## src/rtl/bph_pkg.sv

```systemverilog
// Package: types shared by the phased bus controller.
// Assumes: nothing; holds only type definitions.
package bph_pkg;
    // Registered phase outputs of the divider
    typedef struct packed {
        logic hi_half;   // processor clock level
        logic last_qtr;  // peripheral clock level
    } phase_t;
endpackage

```

## src/rtl/bph_phase_gen.sv

```systemverilog
// Module: divides the dot clock into processor cycles of 2**CW phases and
// produces registered, glitch-free PHI2 and peripheral clock levels.
// Assumes: CW >= 2; synchronous active-low reset returns to phase 0.
module bph_phase_gen
    import bph_pkg::*;
#(
    parameter int CW = 3
) (
    input  logic   clk,
    input  logic   rst_n,
    output phase_t phase
);
    localparam int             DIV   = 1 << CW;
    localparam logic [CW-1:0]  HALF  = CW'(DIV / 2);
    localparam logic [CW-1:0]  LASTQ = CW'(DIV - DIV / 4);

    logic [CW-1:0] cnt_q;
    logic [CW-1:0] cnt_nx;
    logic          hi_q;
    logic          lq_q;

    // next phase index, wrapping at DIV
    always_comb cnt_nx = cnt_q + 1'b1;

    // phase counter and registered level decode
    always_ff @(posedge clk) begin
        if (!rst_n) begin
            cnt_q <= '0;
            hi_q  <= 1'b0;
            lq_q  <= 1'b0;
        end else begin
            cnt_q <= cnt_nx;
            hi_q  <= (cnt_nx >= HALF);
            lq_q  <= (cnt_nx >= LASTQ);
        end
    end

    assign phase.hi_half  = hi_q;
    assign phase.last_qtr = lq_q;

    assert_count_step_R2: assert property (@(posedge clk) disable iff (!rst_n)
        $past(rst_n) |-> (cnt_q == CW'($past(cnt_q) + 1'b1)));

    assert_phi2_rise_R2: assert property (@(posedge clk) disable iff (!rst_n)
        $rose(hi_q) |-> (cnt_q == HALF));

    assert_pclk_inside_R3: assert property (@(posedge clk) disable iff (!rst_n)
        lq_q |-> hi_q);

    assert_pclk_setup_R3: assert property (@(posedge clk) disable iff (!rst_n)
        $rose(lq_q) |-> $past(hi_q));
endmodule

```

## src/rtl/bph_bus_arbiter.sv

```systemverilog
// Module: decides which master owns the shared bus in the current dot period.
// Assumes: phi2 comes from a register; vda/vpa are valid for the whole low
// half. Outputs are forced low while rst_n is low.
module bph_bus_arbiter (
    input  logic clk,
    input  logic rst_n,
    input  logic phi2,
    input  logic wide_mode,
    input  logic cpu_vda,
    input  logic cpu_vpa,
    output logic cpu_be,
    output logic video_grant
);
    logic hold_low;

    // wide processor keeps the bus when it flags a valid address
    always_comb hold_low = wide_mode & (cpu_vda | cpu_vpa);

    // ownership decision for this dot period
    always_comb begin
        cpu_be      = rst_n & (phi2 | hold_low);
        video_grant = rst_n & ~phi2 & ~hold_low;
    end

    assert_owner_excl_R8: assert property (@(posedge clk) disable iff (!rst_n)
        !(cpu_be && video_grant));

    assert_no_grant_hi_R8: assert property (@(posedge clk) disable iff (!rst_n)
        phi2 |-> !video_grant);

    assert_cpu_hi_R4: assert property (@(posedge clk) disable iff (!rst_n)
        phi2 |-> cpu_be);

    assert_wide_hold_R6: assert property (@(posedge clk) disable iff (!rst_n)
        (wide_mode && (cpu_vda || cpu_vpa)) |-> (cpu_be && !video_grant));
endmodule

```

## src/rtl/bph_periph_sel.sv

```systemverilog
// Module: chip select for the 65xx-style peripheral, passed only in PHI2 high.
// Assumes: io_hit is a plain address decode with no phase knowledge.
module bph_periph_sel (
    input  logic clk,
    input  logic rst_n,
    input  logic phi2,
    input  logic io_hit,
    output logic periph_cs
);
    // qualify the decode with the processor half of the cycle
    always_comb periph_cs = rst_n & phi2 & io_hit;

    assert_cs_qual_R9: assert property (@(posedge clk) disable iff (!rst_n)
        periph_cs |-> phi2);
endmodule

```

## src/rtl/bus_phase_ctrl.sv

```systemverilog
// Module: top of the phased bus controller. Divides the dot clock into
// processor cycles, arbitrates the shared bus per half cycle and times the
// peripheral clock and select.
// Assumes: dot clock is 2**CW times the processor clock; synchronous reset.
module bus_phase_ctrl
    import bph_pkg::*;
#(
    parameter int CW = 3
) (
    input  logic clk,
    input  logic rst_n,
    input  logic wide_mode,
    input  logic cpu_vda,
    input  logic cpu_vpa,
    input  logic io_hit,
    output logic phi2,
    output logic periph_clk,
    output logic cpu_be,
    output logic video_grant,
    output logic periph_cs
);
    phase_t ph;

    bph_phase_gen #(.CW(CW)) u_phase (
        .clk   (clk),
        .rst_n (rst_n),
        .phase (ph)
    );

    assign phi2       = ph.hi_half;
    assign periph_clk = ph.last_qtr;

    bph_bus_arbiter u_arb (
        .clk         (clk),
        .rst_n       (rst_n),
        .phi2        (ph.hi_half),
        .wide_mode   (wide_mode),
        .cpu_vda     (cpu_vda),
        .cpu_vpa     (cpu_vpa),
        .cpu_be      (cpu_be),
        .video_grant (video_grant)
    );

    bph_periph_sel u_sel (
        .clk       (clk),
        .rst_n     (rst_n),
        .phi2      (ph.hi_half),
        .io_hit    (io_hit),
        .periph_cs (periph_cs)
    );
endmodule

```

## config.mk

```make
export PLATFORM = sky130hd
export DESIGN_NAME = bus_phase_ctrl
export DESIGN_NICKNAME = d
export VERILOG_FILES = /design/src/rtl/bph_pkg.sv /design/src/rtl/bph_phase_gen.sv /design/src/rtl/bph_bus_arbiter.sv /design/src/rtl/bph_periph_sel.sv /design/src/rtl/bus_phase_ctrl.sv
export SDC_FILE = /design/constraint.sdc
export NUM_CORES = 1
export LEC_CHECK = 0
export ABC_CLOCK_PERIOD_IN_PS = 1350
export BUFFER_PORTS_ARGS = -buffer_cell sky130_fd_sc_hd__clkbuf_2
export CORE_AREA = 5 5 42 44
export DETAILED_ROUTE_END_ITERATION = 10
export DIE_AREA = 0 0 47 49
export PLACE_DENSITY = 0.41
export RECOVER_POWER = 50
export SKIP_LAST_GASP = 1
export SYNTH_ARGS = -nofsm -noshare
export SYNTH_HDL_FRONTEND = slang
export SYNTH_SLANG_ARGS = --single-unit
```

## constraint.sdc

```tcl
create_clock -name clk -period 1.35 [get_ports clk]
set_input_delay 0.0675 -clock clk [delete_from_list [all_inputs] [get_ports clk]]
set_output_delay 0.0675 -clock clk [all_outputs]
set_load 0.01 [all_outputs]
```

After elaboration in Yosys (flattened, before gate mapping). Index checks and enable logic that the tools add are counted.

Bitwise operators: 10. Magnitude comparators: 2. Add/subtract/negate cells: 1.

Operators by type and width (number): 1-bit bitwise AND (6); 3-bit >= comparator (second input constant) (2); 3-bit by 1-bit adder with 3-bit output (second input constant) (1); 1-bit NOT (2); 1-bit bitwise OR (2).

Input bits: 6. Bits in registers: 5.

Longest topological paths before layout. Gate-level depths: netlist (run 1).

Depth in word-level cells: 4. Gate-level depth with buffers: 4. Gate-level depth less buffers: 4.

Hierarchy. Synthesis (run 1) repeated with hierarchy kept, for this count alone.

Cells, all modules: 17. Area, all modules: 170.2 um2.

By module, submodules not included: bph_phase_gen (area an instance 141.4 um2, seq. area each 80.1 um2, times used 1, cells an instance 12); bph_bus_arbiter (area an instance 22.5 um2, seq. area each 0.0 um2, times used 1, cells an instance 4); bph_periph_sel (area an instance 6.3 um2, seq. area each 0.0 um2, times used 1, cells an instance 1).

Worst setup path after synthesis (run 1). No wires, ideal clock.

Kind: reg-to-reg. From: register u_phase.cnt_q[0]. To: register u_phase.cnt_q[2]. Period minus slack after synthesis: 955 ps. Arrival time: 839 ps. Setup slack: 395 ps. Setup time: 116 ps. Stages on the path, launching flop included: 4. Data required time: 1234 ps. Cells stage by stage: dfxtp_1 > ha_1 > xor2_1 > and2_2.

Longest elaborated chain between the ends: 1.

RTL lines: start, declared (line bph_phase_gen.sv:17) `logic [CW-1:0] cnt_q;`; start signal, assigned (line bph_phase_gen.sv:32) `cnt_q <= cnt_nx;`; 3-bit by 1-bit adder with 3-bit output (line bph_phase_gen.sv:23) `always_comb cnt_nx = cnt_q + 1'b1;`.

Every way passes these cells. A chain may end at the register's enable or synchronous reset.

Final worst setup path (run 1).
From: register u_phase.hi_q. To: output port cpu_be.

Longest elaborated chain between the ends: 2.

RTL lines: start, declared (line bph_phase_gen.sv:19) `logic hi_q;`; start signal, assigned (line bph_phase_gen.sv:33) `hi_q <= (cnt_nx >= HALF);`; 1-bit bitwise OR (line bph_bus_arbiter.sv:21) `cpu_be = rst_n & (phi2 | hold_low);`; 1-bit bitwise AND (line bph_bus_arbiter.sv:21); end, declared (line bus_phase_ctrl.sv:18) `output logic cpu_be,`.

Every way passes these cells.

==> impl_metrics.py, run 1 <==
metrics = {
    "clocking": {
        "cts_inserted_buffers": 3,
        "maximum_clock_path_buffer_count": 2,
        "insertion_delay_of_the_later_clocked_pin_in_the_worst_skew_pair_ns": 0.24,
        "clockRootBuffer": "sky130_fd_sc_hd__clkbuf_4",
        "ctsHoldBuffers": 0,
        "clk_pin_slew_worst_paths_ns": 0.04,
        "tritoncts_clock_tree": "built",
        "clock_tree.htree_level_count": 1,
        "cts_setup_buffers": 0,
        "numClockSinks": 5,
        "number_of_resized_instances_in_the_post_cts_repair_step": 0,
    },
    "synth": {
        "ys_seq_area_share_pct": 48.48,
        "synthDominantCellAreaShare_pct": 48.48,
        "netlist_area_um2": 206.4,
        "most_frequent_cell_after_synthesis": "sky130_fd_sc_hd__dfxtp_1",
        "yosys_warnings": 0,
        "number_of_synthesized_flops_with_an_enable_pin": 0,
        "synth-async-reset-ratio_pct": 0,
        "ys_dominant_reg_cell": "sky130_fd_sc_hd__dfxtp_1",
        "post_synth_most_frequent_cells": "sky130_fd_sc_hd__dfxtp_1, sky130_fd_sc_hd__and3_1",
        "synthesis.instances": 20,
        "synth_nets": 28,
        "synthesis.area_per_instance_um2": 10.32,
        "synth.distinct_cells": 10,
        "flip_flop_and_latch_count_after_synthesis": 5,
        "synthTopCellsByArea": "sky130_fd_sc_hd__dfxtp_1, sky130_fd_sc_hd__ha_1, sky130_fd_sc_hd__and3_1",
        "post-synth-top-area-cell": "sky130_fd_sc_hd__dfxtp_1",
    },
    "pwr": {
        "cellLeakagePower_uw": 0.0001528,
        "vdd_drop_max_uv": 177.4,
        "pwr-share-seq_pct": 42.7,
        "logic_gate_share_of_total_power_pct": 12.3,
        "clockPowerShare_pct": 45.0,
        "net-switching-power_uw": 90.33,
        "power.internal_uw": 295.1,
        "swShare_pct": 23.43,
        "power-per-cell-area_nw_per_um2": 1289,
    },
    "detailed_routing": {
        "drc": 0,
        "drt_first_iter_violations": 0,
        "via_count": 187,
        "drt-wirelength-per-cell_um": 9.240,
        "wl_um": 462,
        "vias_per_cell": 3.740,
        "drt-pass1-iter-count": 1,
        "antenna_violating_nets_post_route": 0,
    },
    "place": {
        "pre_cts_ws_ns": 0.3528,
        "finalWeightedCongestion": 0.5677,
        "io_buffer_count": 10,
    },
    "critical_path": {
        "critical_path_arrival_ns": 0.95,
        "timing.critical_path.slowest_stage_cell": "sky130_fd_sc_hd__dfxtp_1",
        "critPathTopFamily": "flip-flops",
        "path_cells": "inv_1 -> a21boi_0 -> clkbuf_2",
        "cp-end-kind": "primary output",
        "worstPathBufferInverterCount": 2,
        "critPathMaxStageDelay_ns": 0.34,
        "crit_path_start_kind": "flop",
        "criticalPathCategory": "reg -> out",
        "timing.critical_path.fanout_max": 3,
        "cp_data_required_time_ns": 1.28,
    },
    "sta": {
        "achievable-frequency_mhz": 982.7,
        "tns_ns": 0,
        "grt_setup_unrepaired": "false",
        "slew_headroom_pct": 87.97,
        "clock-skew-final_ns": 0.0002808,
        "final_hold_viol_count": 0,
        "final_period_minus_worst_setup_slack_ns": 1.018,
        "timing.final.crit_share_pct": 75.38,
        "timing_max_transition_violations_final": 0,
        "post-route-worst-setup-slack_ns": 0.3323,
        "setup_viol_count_final": 0,
        "tightestPinTransition_ns": 0.1786,
    },
    "min_path": {
        "holdCritPathClass": "in -> reg",
    },
    "run_status": {
        "outcome": "completed",
    },
    "layout": {
        "area_growth_syn_to_layout_pct": 44.85,
        "num-nets-final": 43,
        "antenna-diode-count": 0,
        "post_route_cells_drive_above_1_share_pct": 35.29,
    },
    "grt": {
        "grt_start_max_net_pins": 9,
        "first_global_vias": 219,
        "grt_antenna_before_repair": 0,
        "globalRoute.totalOverflow": 0,
        "all_layer_gr_usage_pct": 6.193,
        "grt_pass1_wl_um": 869,
    },
    "die": {
        "ioPinCount": 11,
        "die_boundary_height_um": 49,
        "die_area_um2": 2303,
        "core_box_area_um2": 1401,
        "rows": 14,
        "floorplan.initialDensity_pct": 14.73,
        "die_w_um": 47,
    },
    "flow_run": {
        "maxCapViolations": 0,
    },
}
## per-layer routing
metal	track usage (%)	up-vias	wire length [um]	share of wire [%]
li1	-	93	-	-
met2	8.597	5	241	52
met3	4.428	4	22	4.8
met5	0	-	0	0
met1	4.386	85	159	34
met4	8.295	0	38	8.2
## layout by cell type (no fill, tap or decap), drive strengths merged
cell type,count
and3,3
a21boi,1
nor2b,2
and2,2
clkbuf,14
dfxtp,5
inv,2
o21ai,1
xor2,1
ha,2
nand2b,1
## final cells by class
type,count,area (um2)
fillers,165,1102
flip-flops and latches,5,100.1
clock buffers,4,26.28
repair buffers,10,46.29
well taps,16,20.02
inverters,2,7.507
multi-input cells,13,98.84
## registers in the layout, indices dropped and copies added, names as in the netlist
signal	flops
u_phase.cnt_q	3
u_phase.hi_q	1
u_phase.lq_q	1
## worst paths after layout
path,startpoint,end,slack (ns),depth (start not counted)
max,u_phase.hi_q$_SDFF_PN0_,cpu_be,0.33,3
min,rst_n,u_phase.cnt_q[0]$_SDFF_PN0_,0.13,2
max reg2reg,u_phase.cnt_q[0]$_SDFF_PN0_,u_phase.hi_q$_SDFF_PN0_,0.34,3
min reg2reg,u_phase.cnt_q[0]$_SDFF_PN0_,u_phase.cnt_q[0]$_SDFF_PN0_,0.45,1
## power groups by stage
stage | clock network, uW | registers (uW) | logic (uW)
after floorplan | 0 | 168 | 26.4
after global placement | 0 | 167 | 46.8
after detailed placement | 0 | 167 | 48.7
after CTS | 181 | 165 | 49.1
after global routing | 194 | 166 | 55.3
final | 173 | 165 | 47.2
## logic make-up (layout without fill, tap and decap cells)
| group | Yosys count | count (layout) | share of synthesized area (%) |
|---|---|---|---|
| adders and majority gates | 2 | 2 | 12.12 |
| xor gates and xnor gates | 1 | 1 | 4.243 |
| DFF | 5 | 5 | 48.49 |
| AOI/OAI and AO/OA | 2 | 2 | 6.060 |
| and+or+nand+nor | 8 | 8 | 25.45 |
| buffers and inverters | 2 | 16 | 3.638 |
## per-stage QoR
| step | hold WS (ns) | utilization [%] | std cells | instance area [um2] | total power, uW |
|---|---|---|---|---|---|
| 6_report | 0.1324 | 21.34 | 50 | 299.0 | 385.4 |
| 5_1_grt | 0.1530 | 21.34 | 50 | 299.0 | 415.1 |
| 4_1_cts | 0.1359 | 21.61 | 50 | 302.8 | 395.3 |
| 3_5_place_dp | 0.3872 | 19.73 | 46 | 276.5 | 216.0 |
| 3_3_place_gp | 0.3797 | 19.73 | 46 | 276.5 | 214.0 |
| 2_1_floorplan | 0.1957 | - | 20 | 206.4 | 194.4 |
## worst register-to-register path, delay by kind of cell (launching register included)
| kind | cells | cell delay [ns] |
|---|---|---|
| flops | 1 | 0.32 |
| fa+ha+maj | 1 | 0.21 |
| simple gates | 1 | 0.20 |
| xor+xnor | 1 | 0.17 |
(Power assumes the default switching activity.)
==> inputs of run 2 (changes only) <==
--- a/config.mk
+++ b/config.mk
@@ -5,12 +5,12 @@
 export SDC_FILE = /design/constraint.sdc
 export NUM_CORES = 1
 export LEC_CHECK = 0
-export ABC_CLOCK_PERIOD_IN_PS = 1350
+export ABC_CLOCK_PERIOD_IN_PS = 900
 export BUFFER_PORTS_ARGS = -buffer_cell sky130_fd_sc_hd__clkbuf_2
 export CORE_AREA = 5 5 42 44
 export DETAILED_ROUTE_END_ITERATION = 10
 export DIE_AREA = 0 0 47 49
-export PLACE_DENSITY = 0.41
+export PLACE_DENSITY = 0.42
 export RECOVER_POWER = 50
 export SKIP_LAST_GASP = 1
 export SYNTH_ARGS = -nofsm -noshare
==> constraint.sdc (replaced) <==
create_clock -name clk -period 0.9 [get_ports clk]
set_input_delay 0.045 -clock clk [delete_from_list [all_inputs] [get_ports clk]]
set_output_delay 0.045 -clock clk [all_outputs]
set_load 0.01 [all_outputs]
==> impl_metrics.py, run 2 (same netlist as run 1, synthesis figures left out) <==
metrics = {
    "clocking": {
        "ctsHoldBuffers": 0,
        "numClockSinks": 5,
        "insertion_delay_of_the_later_clocked_pin_in_the_worst_skew_pair_ns": 0.24,
        "clk_pin_slew_worst_paths_ns": 0.04,
        "cts_setup_buffers": 0,
        "cts_inserted_buffers": 3,
        "tritoncts_clock_tree": "built",
        "clockRootBuffer": "sky130_fd_sc_hd__clkbuf_4",
        "maximum_clock_path_buffer_count": 2,
        "clock_tree.htree_level_count": 1,
    },
    "detailed_routing": {
        "drt-wirelength-per-cell_um": 9.180,
        "drt_first_iter_violations": 2,
        "drc": 0,
        "antenna_violating_nets_post_route": 0,
        "drt-pass1-iter-count": 2,
        "wl_um": 459,
        "via_count": 189,
        "vias_per_cell": 3.780,
    },
    "layout": {
        "post_route_cells_drive_above_1_share_pct": 67.65,
        "largest_register_ff_count": 3,
        "num-nets-final": 43,
        "final_core_utilization_pct": 25.27,
        "layout.cells.most_common": "sky130_fd_sc_hd__clkbuf_2",
        "top_register": "u_phase.cnt_q",
        "finish.instance_area_um2": 354.1,
        "antenna-diode-count": 0,
        "largest_registers": "u_phase.cnt_q x3, u_phase.hi_q x1, u_phase.lq_q x1",
        "area_growth_syn_to_layout_pct": 71.52,
        "most-common-layout-cells": "sky130_fd_sc_hd__clkbuf_2, sky130_fd_sc_hd__clkbuf_4",
    },
    "grt": {
        "grt_antenna_before_repair": 0,
        "all_layer_gr_usage_pct": 5.508,
        "grt_pass1_wl_um": 786,
        "globalRoute.totalOverflow": 0,
        "first_global_vias": 192,
        "grt_start_max_net_pins": 9,
    },
    "die": {
        "rows": 14,
        "die_w_um": 47,
        "die_boundary_height_um": 49,
        "die_area_um2": 2303,
        "ioPinCount": 11,
        "core_box_area_um2": 1401,
        "floorplan.initialDensity_pct": 14.73,
    },
    "critical_path": {
        "reg2reg_from": "u_phase.cnt_q[0]$_SDFF_PN0_",
        "criticalPathCategory": "reg -> reg",
        "cp-endpoint": "u_phase.lq_q$_SDFF_PN0_",
        "path_cells": "ha_4 -> xor2_2 -> and3_1",
        "cp_data_required_time_ns": 1.03,
        "timing.critical_path.fanout_max": 3,
        "r2r.worst_path.cells": 3,
        "critPathMaxStageDelay_ns": 0.36,
        "critical_path_arrival_ns": 1.08,
        "cp-end-kind": "flop",
        "timing.critical_path.slowest_stage_cell": "sky130_fd_sc_hd__dfxtp_4",
        "crit_path_start": "u_phase.cnt_q[0]$_SDFF_PN0_",
        "timing.rr.end": "u_phase.lq_q$_SDFF_PN0_",
        "setup.reg_to_reg.worst_slack_ns": -0.05,
        "crit_path_start_kind": "flop",
    },
    "pwr": {
        "clockPowerShare_pct": 41.8,
        "cellLeakagePower_uw": 0.0001645,
        "power.internal_uw": 463.8,
        "swShare_pct": 23.47,
        "power-per-cell-area_nw_per_um2": 1711,
        "pwr-share-seq_pct": 42.4,
        "net-switching-power_uw": 142.2,
        "logic_gate_share_of_total_power_pct": 15.8,
        "vdd_drop_max_uv": 1080,
    },
    "sta": {
        "timing_max_transition_violations_final": 0,
        "achievable-frequency_mhz": 1054,
        "final_period_minus_worst_setup_slack_ns": 0.9485,
        "tns_ns": -0.08334,
        "grt_setup_unrepaired": "true",
        "clock-skew-final_ns": 0.004073,
        "setup_viol_count_final": 4,
        "timing.final.crit_share_pct": 105.4,
        "final_hold_viol_count": 0,
        "tightestPinTransition_ns": 0.2384,
        "post-route-worst-setup-slack_ns": -0.04852,
        "fin_hold_ws_ns": 0.1374,
        "slew_headroom_pct": 83.94,
    },
    "place": {
        "io_buffer_count": 10,
        "placed_cell_area_um2": 281.5,
        "finalWeightedCongestion": 0.5991,
    },
    "run_status": {
        "outcome": "complete, but fails checks",
        "violations": "setup timing",
    },
    "flow_run": {
        "maxCapViolations": 0,
    },
    "min_path": {
        "worst_hold_startpoint": "rst_n",
        "holdCritPathClass": "in -> reg",
    },
}
## run 2: timing repair
action / 4_1_cts / 5_1_grt
gates cloned: 0 / 0
setup endpoints to repair: 6 / 6
pin swaps: 4 / 0
resized for setup: 9 / 6
hold endpoints to repair: 0 / 0
## run 2: metal layers
metal | vias up | wire length (um) | GRT usage (%)
li1 | 92 | - | -
met1 | 84 | 180 | 5.100
met2 | 13 | 182 | 7.014
met3 | 0 | 96 | 6.642
met4 | 0 | 0 | 2.765
met5 | - | 0 | 0
## run 2: worst min path at each step
stage	end	slack, ns	cells after the start
after global placement	u_phase.cnt_q[0]$_SDFF_PN0_	0.38	2
after floorplan	u_phase.cnt_q[0]$_SDFF_PN0_	0.17	1
after detailed placement	u_phase.cnt_q[0]$_SDFF_PN0_	0.37	2
after global routing	u_phase.hi_q$_SDFF_PN0_	0.16	2
final	u_phase.cnt_q[0]$_SDFF_PN0_	0.14	2
after CTS	u_phase.cnt_q[0]$_SDFF_PN0_	0.13	2
## run 2: area by class of cell
type | count | area (um2)
fill | 170 | 1047
timing repair buffer | 10 | 55.05
inverter | 2 | 7.507
sequential | 5 | 106.4
tap | 16 | 20.02
multi-input combinational | 13 | 138.9
clock buffer | 4 | 26.28
## run 2: stage by stage
stage          worst slack (ns)  total power [uW]  std cells
3_5_place_dp           -0.05892             327.0         46
4_1_cts                -0.05289             610.5         50
5_1_grt                 -0.1015             671.2         50
6_report               -0.04852             606.0         50
2_1_floorplan          -0.01774             293.8         20
3_3_place_gp           -0.05045             326.0         46
## run 2: power groups by stage
stage,sequential (uW),clock [uW],combinational [uW]
detailed placement,254,0,72.9
finish,257,253,96.0
CTS,256,265,89.1
floorplan,254,0,39.9
global placement,254,0,72.3
global route,258,300,113
## run 2: worst max-delay path, delay by kind of cell (launching register included)
family                     cells  cell delay [ns]
xor gates and xnor gates       1             0.15
and+or+nand+nor                1             0.18
DFF                            1             0.36
adders and majority gates      1             0.16
